### config.mk
export PLATFORM = sky130hd
export DESIGN_NAME = dp_contention_arb
export DESIGN_NICKNAME = d
export VERILOG_FILES = /design/src/rtl/arb_pkg.sv /design/src/rtl/arb_history.sv /design/src/rtl/arb_datapath.sv /design/src/rtl/arb_control.sv /design/src/rtl/dp_contention_arb.sv
export SDC_FILE = /design/constraint.sdc
export NUM_CORES = 1
export LEC_CHECK = 0
export ABC_AREA = 1
export BUFFER_PORTS_ARGS = -buffer_cell sky130_fd_sc_hd__buf_4
export CAP_MARGIN = 20
export CORE_MARGIN = 3
export CORE_UTILIZATION = 58
export DETAILED_ROUTE_END_ITERATION = 8
export GPL_ROUTABILITY_DRIVEN = 0
export HOLD_SLACK_MARGIN = 0.15
export MAX_ROUTING_LAYER = met4
export PLACE_DENSITY = 0.85
export SYNTH_ARGS = -nofsm -noshare
export SYNTH_HDL_FRONTEND = slang
export SYNTH_SLANG_ARGS = --single-unit
export TNS_END_PERCENT = 5
### constraint.sdc
create_clock -name clk -period 3.12 [get_ports clk]
set_input_delay 0.312 -clock clk [delete_from_list [all_inputs] [get_ports clk]]
set_output_delay 0.312 -clock clk [all_outputs]
set_load 0.03 [all_outputs]
### src/rtl/arb_pkg.sv
package arb_pkg;

  // What the datapath observes each cycle.
  typedef struct packed {
    logic match;    // both enabled, equal addresses
    logic steadyL;  // left held same enable+address from last cycle
    logic steadyR;  // right held same enable+address from last cycle
  } arbSense_t;

  // Control decision sent back to the datapath.
  typedef struct packed {
    logic blockL;   // left loses the location
    logic blockR;   // right loses the location
  } arbStrobe_t;

  typedef enum logic [1:0] {
    OWN_NONE  = 2'd0,
    OWN_LEFT  = 2'd1,
    OWN_RIGHT = 2'd2
  } owner_e;

endpackage

### src/rtl/arb_history.sv
module arb_history #(
  parameter int ADDR_W = 12
) (
  input  logic              clk,
  input  logic              rst,
  input  logic              en,
  input  logic [ADDR_W-1:0] addr,
  output logic              steady
);

  logic              prevEn;
  logic [ADDR_W-1:0] prevAddr;

  always_ff @(posedge clk) begin
    if (rst) begin
      prevEn   <= 1'b0;
      prevAddr <= '0;
    end else begin
      prevEn   <= en;
      prevAddr <= addr;
    end
  end

  // The port was already sitting at this address last cycle.
  assign steady = en && prevEn && (addr == prevAddr);

endmodule

### src/rtl/arb_datapath.sv
module arb_datapath
  import arb_pkg::*;
#(
  parameter int ADDR_W = 12
) (
  input  logic              clk,
  input  logic              rst,
  input  logic              masterMode,
  input  logic              enL,
  input  logic              weL,
  input  logic [ADDR_W-1:0] addrL,
  input  logic              busyInL_n,
  input  logic              enR,
  input  logic              weR,
  input  logic [ADDR_W-1:0] addrR,
  input  logic              busyInR_n,
  input  arbStrobe_t        strobe,
  output arbSense_t         sense,
  output logic              busyOutL_n,
  output logic              busyOutR_n,
  output logic              wrPermitL,
  output logic              wrPermitR
);

  localparam int NPORT = 2;

  logic [NPORT-1:0]             portEn;
  logic [NPORT-1:0][ADDR_W-1:0] portAddr;
  logic [NPORT-1:0]             portSteady;

  assign portEn   = {enR, enL};
  assign portAddr = {addrR, addrL};

  for (genvar p = 0; p < NPORT; p++) begin : g_hist
    arb_history #(.ADDR_W(ADDR_W)) u_hist (
      .clk    (clk),
      .rst    (rst),
      .en     (portEn[p]),
      .addr   (portAddr[p]),
      .steady (portSteady[p])
    );
  end

  always_comb begin
    sense.match   = enL && enR && (addrL == addrR);
    sense.steadyL = portSteady[0];
    sense.steadyR = portSteady[1];
  end

  logic effBusyL, effBusyR;

  always_comb begin
    if (masterMode) begin
      busyOutL_n = ~strobe.blockL;
      busyOutR_n = ~strobe.blockR;
      effBusyL   = strobe.blockL;
      effBusyR   = strobe.blockR;
    end else begin
      busyOutL_n = 1'b1;
      busyOutR_n = 1'b1;
      effBusyL   = ~busyInL_n;
      effBusyR   = ~busyInR_n;
    end
    wrPermitL = weL && !effBusyL;
    wrPermitR = weR && !effBusyR;
  end

endmodule

### src/rtl/arb_control.sv
module arb_control
  import arb_pkg::*;
(
  input  logic       clk,
  input  logic       rst,
  input  arbSense_t  sense,
  output arbStrobe_t strobe
);

  owner_e owner, ownerNext;

  always_comb begin
    if (rst || !sense.match) begin
      ownerNext = OWN_NONE;
    end else if (owner != OWN_NONE) begin
      ownerNext = owner;                 // grant held while clash lasts
    end else if (sense.steadyR && !sense.steadyL) begin
      ownerNext = OWN_RIGHT;             // right was there first
    end else begin
      ownerNext = OWN_LEFT;              // left first, or a tie
    end
  end

  always_ff @(posedge clk) begin
    if (rst) owner <= OWN_NONE;
    else     owner <= ownerNext;
  end

  always_comb begin
    strobe.blockL = (ownerNext == OWN_RIGHT);
    strobe.blockR = (ownerNext == OWN_LEFT);
  end

endmodule

### src/rtl/dp_contention_arb.sv
module dp_contention_arb
  import arb_pkg::*;
#(
  parameter int ADDR_W = 12
) (
  input  logic              clk,
  input  logic              rst,
  input  logic              masterMode,
  input  logic              enL,
  input  logic              weL,
  input  logic [ADDR_W-1:0] addrL,
  input  logic              busyInL_n,
  input  logic              enR,
  input  logic              weR,
  input  logic [ADDR_W-1:0] addrR,
  input  logic              busyInR_n,
  output logic              busyOutL_n,
  output logic              wrPermitL,
  output logic              busyOutR_n,
  output logic              wrPermitR
);

  arbSense_t  sense;
  arbStrobe_t strobe;

  arb_datapath #(.ADDR_W(ADDR_W)) u_dp (
    .clk        (clk),
    .rst        (rst),
    .masterMode (masterMode),
    .enL        (enL),
    .weL        (weL),
    .addrL      (addrL),
    .busyInL_n  (busyInL_n),
    .enR        (enR),
    .weR        (weR),
    .addrR      (addrR),
    .busyInR_n  (busyInR_n),
    .strobe     (strobe),
    .sense      (sense),
    .busyOutL_n (busyOutL_n),
    .busyOutR_n (busyOutR_n),
    .wrPermitL  (wrPermitL),
    .wrPermitR  (wrPermitR)
  );

  arb_control u_ctl (
    .clk    (clk),
    .rst    (rst),
    .sense  (sense),
    .strobe (strobe)
  );

endmodule

Word-level counts from Yosys, hierarchy flattened
Index checks and enable logic that the tools add are counted.

Equal/unequal tests: 5. Mux-type cells: 7. Bitwise gates (word level): 4. Reduce and logical (&&, ||, !) cells: 15.

Operators by type and width (number): 12-bit equality test (3); 1-bit logical AND (9); 2-bit two-way mux (3); 1-bit logical NOT (4); 1-bit two-way mux (4); 1-bit inverter (4); 2-bit by 1-bit equality test with 1-bit output (second input constant) (1); 2-bit equality test (second input constant) (1); 2-bit nonzero test (1); 1-bit logical OR (1).

Register bits: 28. Input port bits: 33. Output and inout bits: 4. Logic and storage cells: 36.

Longest topological paths before layout
Gate-level depths: netlist of the first run.

Depth in word-level cells: 11. Gate-level depth with buffers: 13. Depth with buffers taken out: 13.

Cells and area by module
A second synthesis of the first run with hierarchy kept.

Cell total of the unflattened synthesis: 249. Area, all modules: 1502.7 µm².

By module, submodules not included: arb_history (instances 2, cells each 86, area each 563.0 µm², seq. area each 260.2 µm²); arb_datapath (instances 1, cells each 54, area each 242.7 µm², seq. area each 0.0 µm²); arb_control (instances 1, cells each 23, area each 133.9 µm², seq. area each 40.0 µm²).

Worst setup path after synthesis of the first run
No wires, ideal clock.

Path kind: register -> output. From: reg u_ctl.owner[1]. To: out wrPermitR. Arrival: 1.482 ns. Data required time: 2.808 ns. Setup slack: 1.326 ns. Cell stages (with the launch flop): 12. Buffers on the path: 0. Cells stage by stage: dfxtp_1 inv_2 nand2_1 nor2_1 nand2_1 nor2_1 nand2_1 nor2_2 nand2_2 nand2_1 nand2_1 a21oi_1.

Word-level cells in the longest chain between the ends: 7.

RTL lines: from (decl) (RTL line arb_control.sv:10) `owner_e owner, ownerNext;`; from (signal assigned) (RTL line arb_control.sv:26) `else owner <= ownerNext;`; 2-bit nonzero test (RTL line arb_control.sv:15) `end else if (owner != OWN_NONE) begin`; 2-bit two-way mux * (RTL line arb_control.sv:15); 2-bit two-way mux * (RTL line arb_control.sv:13) `if (rst || !sense.match) begin`; 2-bit by 1-bit equality test with 1-bit output * (RTL line arb_control.sv:31) `strobe.blockR = (ownerNext == OWN_LEFT);`; 1-bit two-way mux * (RTL line arb_datapath.sv:53) `if (masterMode) begin`; 1-bit logical NOT * (RTL line arb_datapath.sv:65) `wrPermitR = weR && !effBusyR;`; 1-bit logical AND * (RTL line arb_datapath.sv:65); to (decl) (RTL line dp_contention_arb.sv:20) `output logic wrPermitR`.

Every way passes the cells marked *; elsewhere a longest branch is shown, timed or not.

Worst setup path in the final report of the first run
Ends and elaborated chain as after synthesis.

==> results of run 1 <==
==> registers in the layout (all words and copies together), names as in the netlist <==
register                     cells
u_dp.g_hist.u_hist.prevAddr     24
u_ctl.owner                      2
u_dp.g_hist.u_hist.prevEn        2
==> synthesized netlist by cell type <==
master / n
nand2_1: 116
inv_1: 41
nand3b_1: 2
nor3_2: 2
nor2_8: 1
o21bai_1: 1
a21oi_1: 2
clkbuf_1: 2
or2_2: 1
nor2_2: 1
dfxtp_1: 28
nand2_2: 3
o21ai_0: 5
inv_2: 8
nor3_1: 3
clkinv_1: 1
buf_6: 1
nand3_1: 7
xnor2_1: 6
nor2_1: 70
o21ai_1: 2
nand4_1: 7
a21oi_2: 1
==> logic make-up after synthesis <==
| family | after synthesis |
|---|---|
| AO/OA/AOI/OAI | 11 |
| XOR/XNOR | 6 |
| buffers and inverters | 53 |
| flip-flops | 28 |
| AND/OR/NAND/NOR | 213 |
==> power groups by stage <==
stage	clock, W	combinational [W]	sequential [W]
6_report	0.000241	0.000176	0.000385
2_1_floorplan	0	0.000108	0.000391
5_1_grt	0.000259	0.000200	0.000388
4_1_cts	0.000249	0.000174	0.000385
3_3_place_gp	0	0.000172	0.000392
3_5_place_dp	0	0.000174	0.000393
==> cell type report <==
class / count / area (um^2) / area share (%)
multi-input combinational: 230 / 992 / 47.2
sequential: 28 / 561 / 26.7
timing repair buffer: 36 / 270 / 12.9
inverter: 50 / 188 / 8.93
tap: 31 / 38.8 / 1.85
clock inverter: 1 / 30.0 / 1.43
clock buffer: 3 / 22.5 / 1.07
==> layout by cell type (no fill, tap or decap), drive strengths merged <==
cell    Yosys  routed
inv        49      49
or2         1       1
bufinv      0       1
xnor2       6       6
o21ai       7       7
nand3       7       7
nor2       72      72
clkinv      1       1
nand2     119     119
o21bai      1       1
dfxtp      28      28
nor3        5       5
buf         1      36
clkbuf      2       3
nand3b      2       2
nand4       7       7
a21oi       3       3
==> per-layer routing <==
layer | wire length, um | GRT usage (%) | share of wire [%]
met4 | 38 | 8.05 | 0.90
met2 | 1830 | 38.4 | 43
met5 | 0 | - | 0
met1 | 1970 | 34.7 | 47
met3 | 381 | 6.71 | 9.0
==> tightest hold or removal path, stage by stage <==
cell and delay, ps:
buf_4 100, inv_2 40, nor2_1 70
==> per-stage QoR <==
stage	hold slack [ps]	worst slack, ps
6_report	202	988
5_1_grt	185	758
4_1_cts	187	975
3_5_place_dp	485	1230
3_3_place_gp	486	1260
2_1_floorplan	419	1330
==> worst paths after layout <==
kind	startpoint	to	slack, ps
worst max-delay path	u_ctl.owner[1]	wrPermitR	990
worst min-delay path	addrR[7]	u_dp.g_hist[1].u_hist.prevAddr[7]	200
worst max register to register	u_ctl.owner[1]	u_ctl.owner[1]	1900
worst min register to register	u_ctl.owner[1]	u_ctl.owner[1]	510
==> impl_metrics.yaml, run 1 <==
outcome:
  status: "completed"
grt:
  antenna_found_initial: 0
  grt_max_degree: 27
  grt_pass1_wl_um: 6910
  grt_use_total_pct: 26.0
  grt_pass1_vias: 1618
  grt.overflow.total: 0
synth:
  synthDistinctLibCells: 23
  ys_seq_area_share_pct: 31.9
  synth_fa_ha_area_share_pct: 0
  synth-xor-area-share_pct: 2.99
  syn_area_um2: 1760
  ys_warn_count: 0
  synthMuxAreaShare_pct: 0
  yosysTopAreaCellShare_pct: 31.9
  syn_avg_cell_area_um2: 5.66
  synth-simple-area-share_pct: 49.9
  synth_top_family_by_area: "simple AND/OR/NAND/NOR gates"
  synth_top_area_cell: "dfxtp_1"
  ys_ff_latch: 28
  synth_compound_area_share_pct: 3.49
  synth_fp_nets: 344
  synth.area.top_cells: "dfxtp_1 (32%), nand2_1 (25%), nor2_1 (15%)"
  postSynthCellCount: 311
layout:
  fin_nets: 382
  fin_area_um2: 2100
  fin_util_pct: 74.3
  syn2layout_area_growth_pct: 19.5
  drive_gt1_share_pct: 16.4
  n_fill_cell: 260
  n_antenna_cell: 0
  final_cells: 379
timing:
  tightest_slew_ps: 326
  clock.fmax_ghz: 0.469
  skew_ps: 7.22
  timing.setup.tns_ps: 0
  period_share_pct: 68.3
  period_needed_ps: 2130
  slew_headroom_pct: 78.3
  rsz0062_at_grt: "false"
  finalHoldViolCount: 0
  setup_violations: 0
  finalMaxSlewViolations: 0
die:
  fp.dieW_um: 61.1
  rows: 19
  core_area_um2: 2830
  dieArea_um2: 3730
  die_y_um: 61.1
  start_util_pct: 62.2
  num_io_pins: 37
cts:
  cts_root_buffer: "clkbuf_4"
  cts_buffer_depth: 2
  postCtsResizedCells: 0
  cts_buffers: 3
  clock_latency_ps: 340
  post_cts_buffers: 0
  path_clk_slew_ps: 150
  postCtsHoldBufs: 0
  cts.sinks: 28
  htree_num_levels: 1
  tritoncts: "yes"
routing:
  routed_wl_um: 4220
  via_per_inst: 4.88
  wire_per_inst_um: 11.1
  first_iter_violations: 146
  drt_first_pass_iters: 4
  ant_nets: 0
  dr_total_vias: 1850
  drc: 0
power_and_ir_drop:
  p_leak_nw: 1.16
  internal_power_w: 0.000579
  power_w: 0.000802
  seq_power_share_pct: 48.0
  combPwrFrac_pct: 21.9
  p_clk_share_pct: 30.1
  max-vdd-ir-drop_mv: 0.277
  swShare_pct: 27.8
  p_switching_w: 0.000223
  power.density_nw_per_um2: 382
hold_path:
  hp-class: "in2reg"
  hold_depth: 3
worst_setup_path:
  cp_data_required_time_ps: 2810
  critical_path_buf_inv_count: 2
  crit_arrival_ps: 1820
  cp_common_cell: "nand2_1"
  crit_family: "simple AND/OR/NAND/NOR gates"
  critical_path.max_fanout: 4
  reg2reg_depth: 9
  cp_slowest_cell: "dfxtp_1"
  slowest_delay_ps: 340
  cp-start-kind: "flop"
  cp-end-kind: "output pin"
  crit_type: "reg2out"
  path_cells: "inv_2, nand2_1, nor2_1, nand2_1, nor2_1, nand2_1, nor2_2, nand2_2, nand2_1, nand2_1, a21oi_1, buf_4"
  cp.depth: 12
place:
  dp_cells: 375
  dpl.hpwl_um: 3470
  port_buffers: 36
  placed_cell_area_um2: 2050
job:
  maxCapViolCount: 0
Power figures use the tool's default switching activity.
==> inputs of run 2 (changes only) <==
Settings changed: CORE_UTILIZATION 58 to 54, PLACE_DENSITY 0.85 to 0.8.
Clock period 3.12 ns to 2.14 ns, I/O delays scaled along.
==> run 2 against run 1 <==
Compared with the run above: non-clock buffer count rose by 22; clock power rose by 13%; die area rose by 6.7%; utilization rose by 3.4 points; cell count rose by 9.2%; power rose by 42%; count of clock-buffer cells in the layout rose by 1; via count rose by 8.4%; combinational power rose by 73%; sequential share of layout area fell by 2.9 points; critical path type unchanged; largest cell class unchanged; highest routed layer unchanged.
==> impl_metrics.yaml, run 2 (same netlist as run 1, synthesis figures left out) <==
outcome:
  status: "completed"
place:
  port_buffers: 36
  dpl.hpwl_um: 3650
  dp_slack_ps: 445
routing:
  dr_total_vias: 2005
  drt_first_pass_iters: 4
  wire_per_inst_um: 12.2
  via_per_inst: 4.84
  drc: 0
  ant_nets: 0
  first_iter_violations: 153
  routed_wl_um: 5070
worst_setup_path:
  r2r_start: "u_dp.g_hist[0].u_hist.prevAddr[1]"
  reg2reg_depth: 9
  r2r_slack_ps: 870
  crit_type: "reg2out"
  crit_arrival_ps: 1890
  crit_family: "simple AND/OR/NAND/NOR gates"
  cp-startpoint: "u_dp.g_hist[0].u_hist.prevAddr[1]"
  critical_path.max_fanout: 3
  cp_data_required_time_ps: 1930
  slowest_delay_ps: 360
  cp-end-kind: "output pin"
  cp_common_cell: "nand2_1"
  cp_slowest_cell: "dfxtp_2"
  crit_path_end: "wrPermitL"
  path_cells: "inv_1, nand2_1, nand2_1, nor2_2, nand2_1, nor2_1, nand2_1, nand2_2, nand2_2, nand2_1, nor2_1, nor2_1, buf_4"
  cp.depth: 13
  cp-start-kind: "flop"
  r2r_end: "u_ctl.owner[1]"
  critical_path_buf_inv_count: 2
timing:
  whs_ps: 153
  tightest_slew_ps: 323
  slew_headroom_pct: 78.5
  period_needed_ps: 2110
  finalMaxSlewViolations: 0
  finalHoldViolCount: 0
  rsz0062_at_grt: "true"
  layout_setup_ws_ps: 33.8
  setup_violations: 0
  timing.setup.tns_ps: 0
  period_share_pct: 98.4
  clock.fmax_ghz: 0.475
  skew_ps: 6.15
grt:
  grt_use_total_pct: 26.4
  grt_max_degree: 27
  grt_use_met2_pct: 44.7
  grt_pass1_vias: 1916
  grt.busiest_layer: "met2"
  grt_pass1_wl_um: 8220
  grt_util_met1_pct: 33.3
  grt.overflow.total: 0
  grtUsageMet3_pct: 3.39
  antenna_found_initial: 0
die:
  dieArea_um2: 3980
  num_io_pins: 37
  core_area_um2: 3080
  die_y_um: 63.1
  fp.dieW_um: 63.1
  start_util_pct: 57.2
  rows: 20
layout:
  fin_util_pct: 77.7
  regMostFlops: "u_dp.g_hist.u_hist.prevAddr"
  syn2layout_area_growth_pct: 36.0
  final_common_cell: "nand2_1"
  top_regs: "u_dp.g_hist.u_hist.prevAddr x24, u_ctl.owner x2, u_dp.g_hist.u_hist.prevEn x2"
  fin_nets: 404
  layout_common_cells: "nand2_1 (109), nor2_1 (68), inv_1 (38)"
  n_antenna_cell: 0
  largest_reg_flops: 24
  drive_gt1_share_pct: 20.5
hold_path:
  hp-class: "in2reg"
job:
  maxCapViolCount: 0
power_and_ir_drop:
  power_w: 0.00114
  p_leak_nw: 1.31
  max-vdd-ir-drop_mv: 0.382
  power.density_nw_per_um2: 477
cts:
  clock_latency_ps: 340
  tritoncts: "yes"
  cts_root_buffer: "clkbuf_4"
  htree_num_levels: 1
  cts.sinks: 28
  cts_buffers: 3
  path_clk_slew_ps: 160
  cts_buffer_depth: 2
run 2: repair_timing:
action	CTS	global route
buffers inserted	0	1
gates resized for setup	0	30
hold buffers	22	2
hold endpoints to repair	22	2
setup endpoints to repair	0	4
run 2: cell type report:
cell class | count | area, um^2
Clock buffer | 4 | 36.3
Fill cell | 260 | 686
Inverter | 50 | 190
Multi-Input combinational cell | 230 | 1020
Sequential cell | 28 | 568
Tap cell | 44 | 55.1
Timing Repair Buffer | 58 | 520
run 2: metal layers:
layer / wire length, um / vias to the layer above
met3: 320 / 7
met2: 2440 / 70
met4: 63 / 0
met5: 0 / -
li1: - / 1044
met1: 2240 / 884
run 2: metrics by stage:
stage	std cells	area, um^2
final	414	2390
after global placement	388	2070
after global routing	414	2390
after detailed placement	388	2070
after floorplan	311	1760
after CTS	414	2320
run 2: report_power, final:
part / internal [W] / switching [W]
combinational: 0.000140 / 0.000165
sequential: 0.000549 / 0.0000154
clock: 0.000104 / 0.000168
run 2: tightest hold or removal path, delay by kind of cell:
family	cells	cell delay [ps]
buf+inv	2	170
simple gates	1	80
run 2: worst min path at each step:
stage	start	endpoint	slack, ps	depth (start not counted)
CTS	addrL[0]	u_dp.g_hist[0].u_hist.prevAddr[0]	160	3
detailed placement	addrR[7]	u_dp.g_hist[1].u_hist.prevAddr[7]	460	3
finish	addrL[4]	u_dp.g_hist[0].u_hist.prevAddr[4]	150	3
floorplan	enR	u_dp.g_hist[1].u_hist.prevEn	320	2
global placement	addrR[7]	u_dp.g_hist[1].u_hist.prevAddr[7]	450	3
global route	addrL[0]	u_dp.g_hist[0].u_hist.prevAddr[0]	160	3
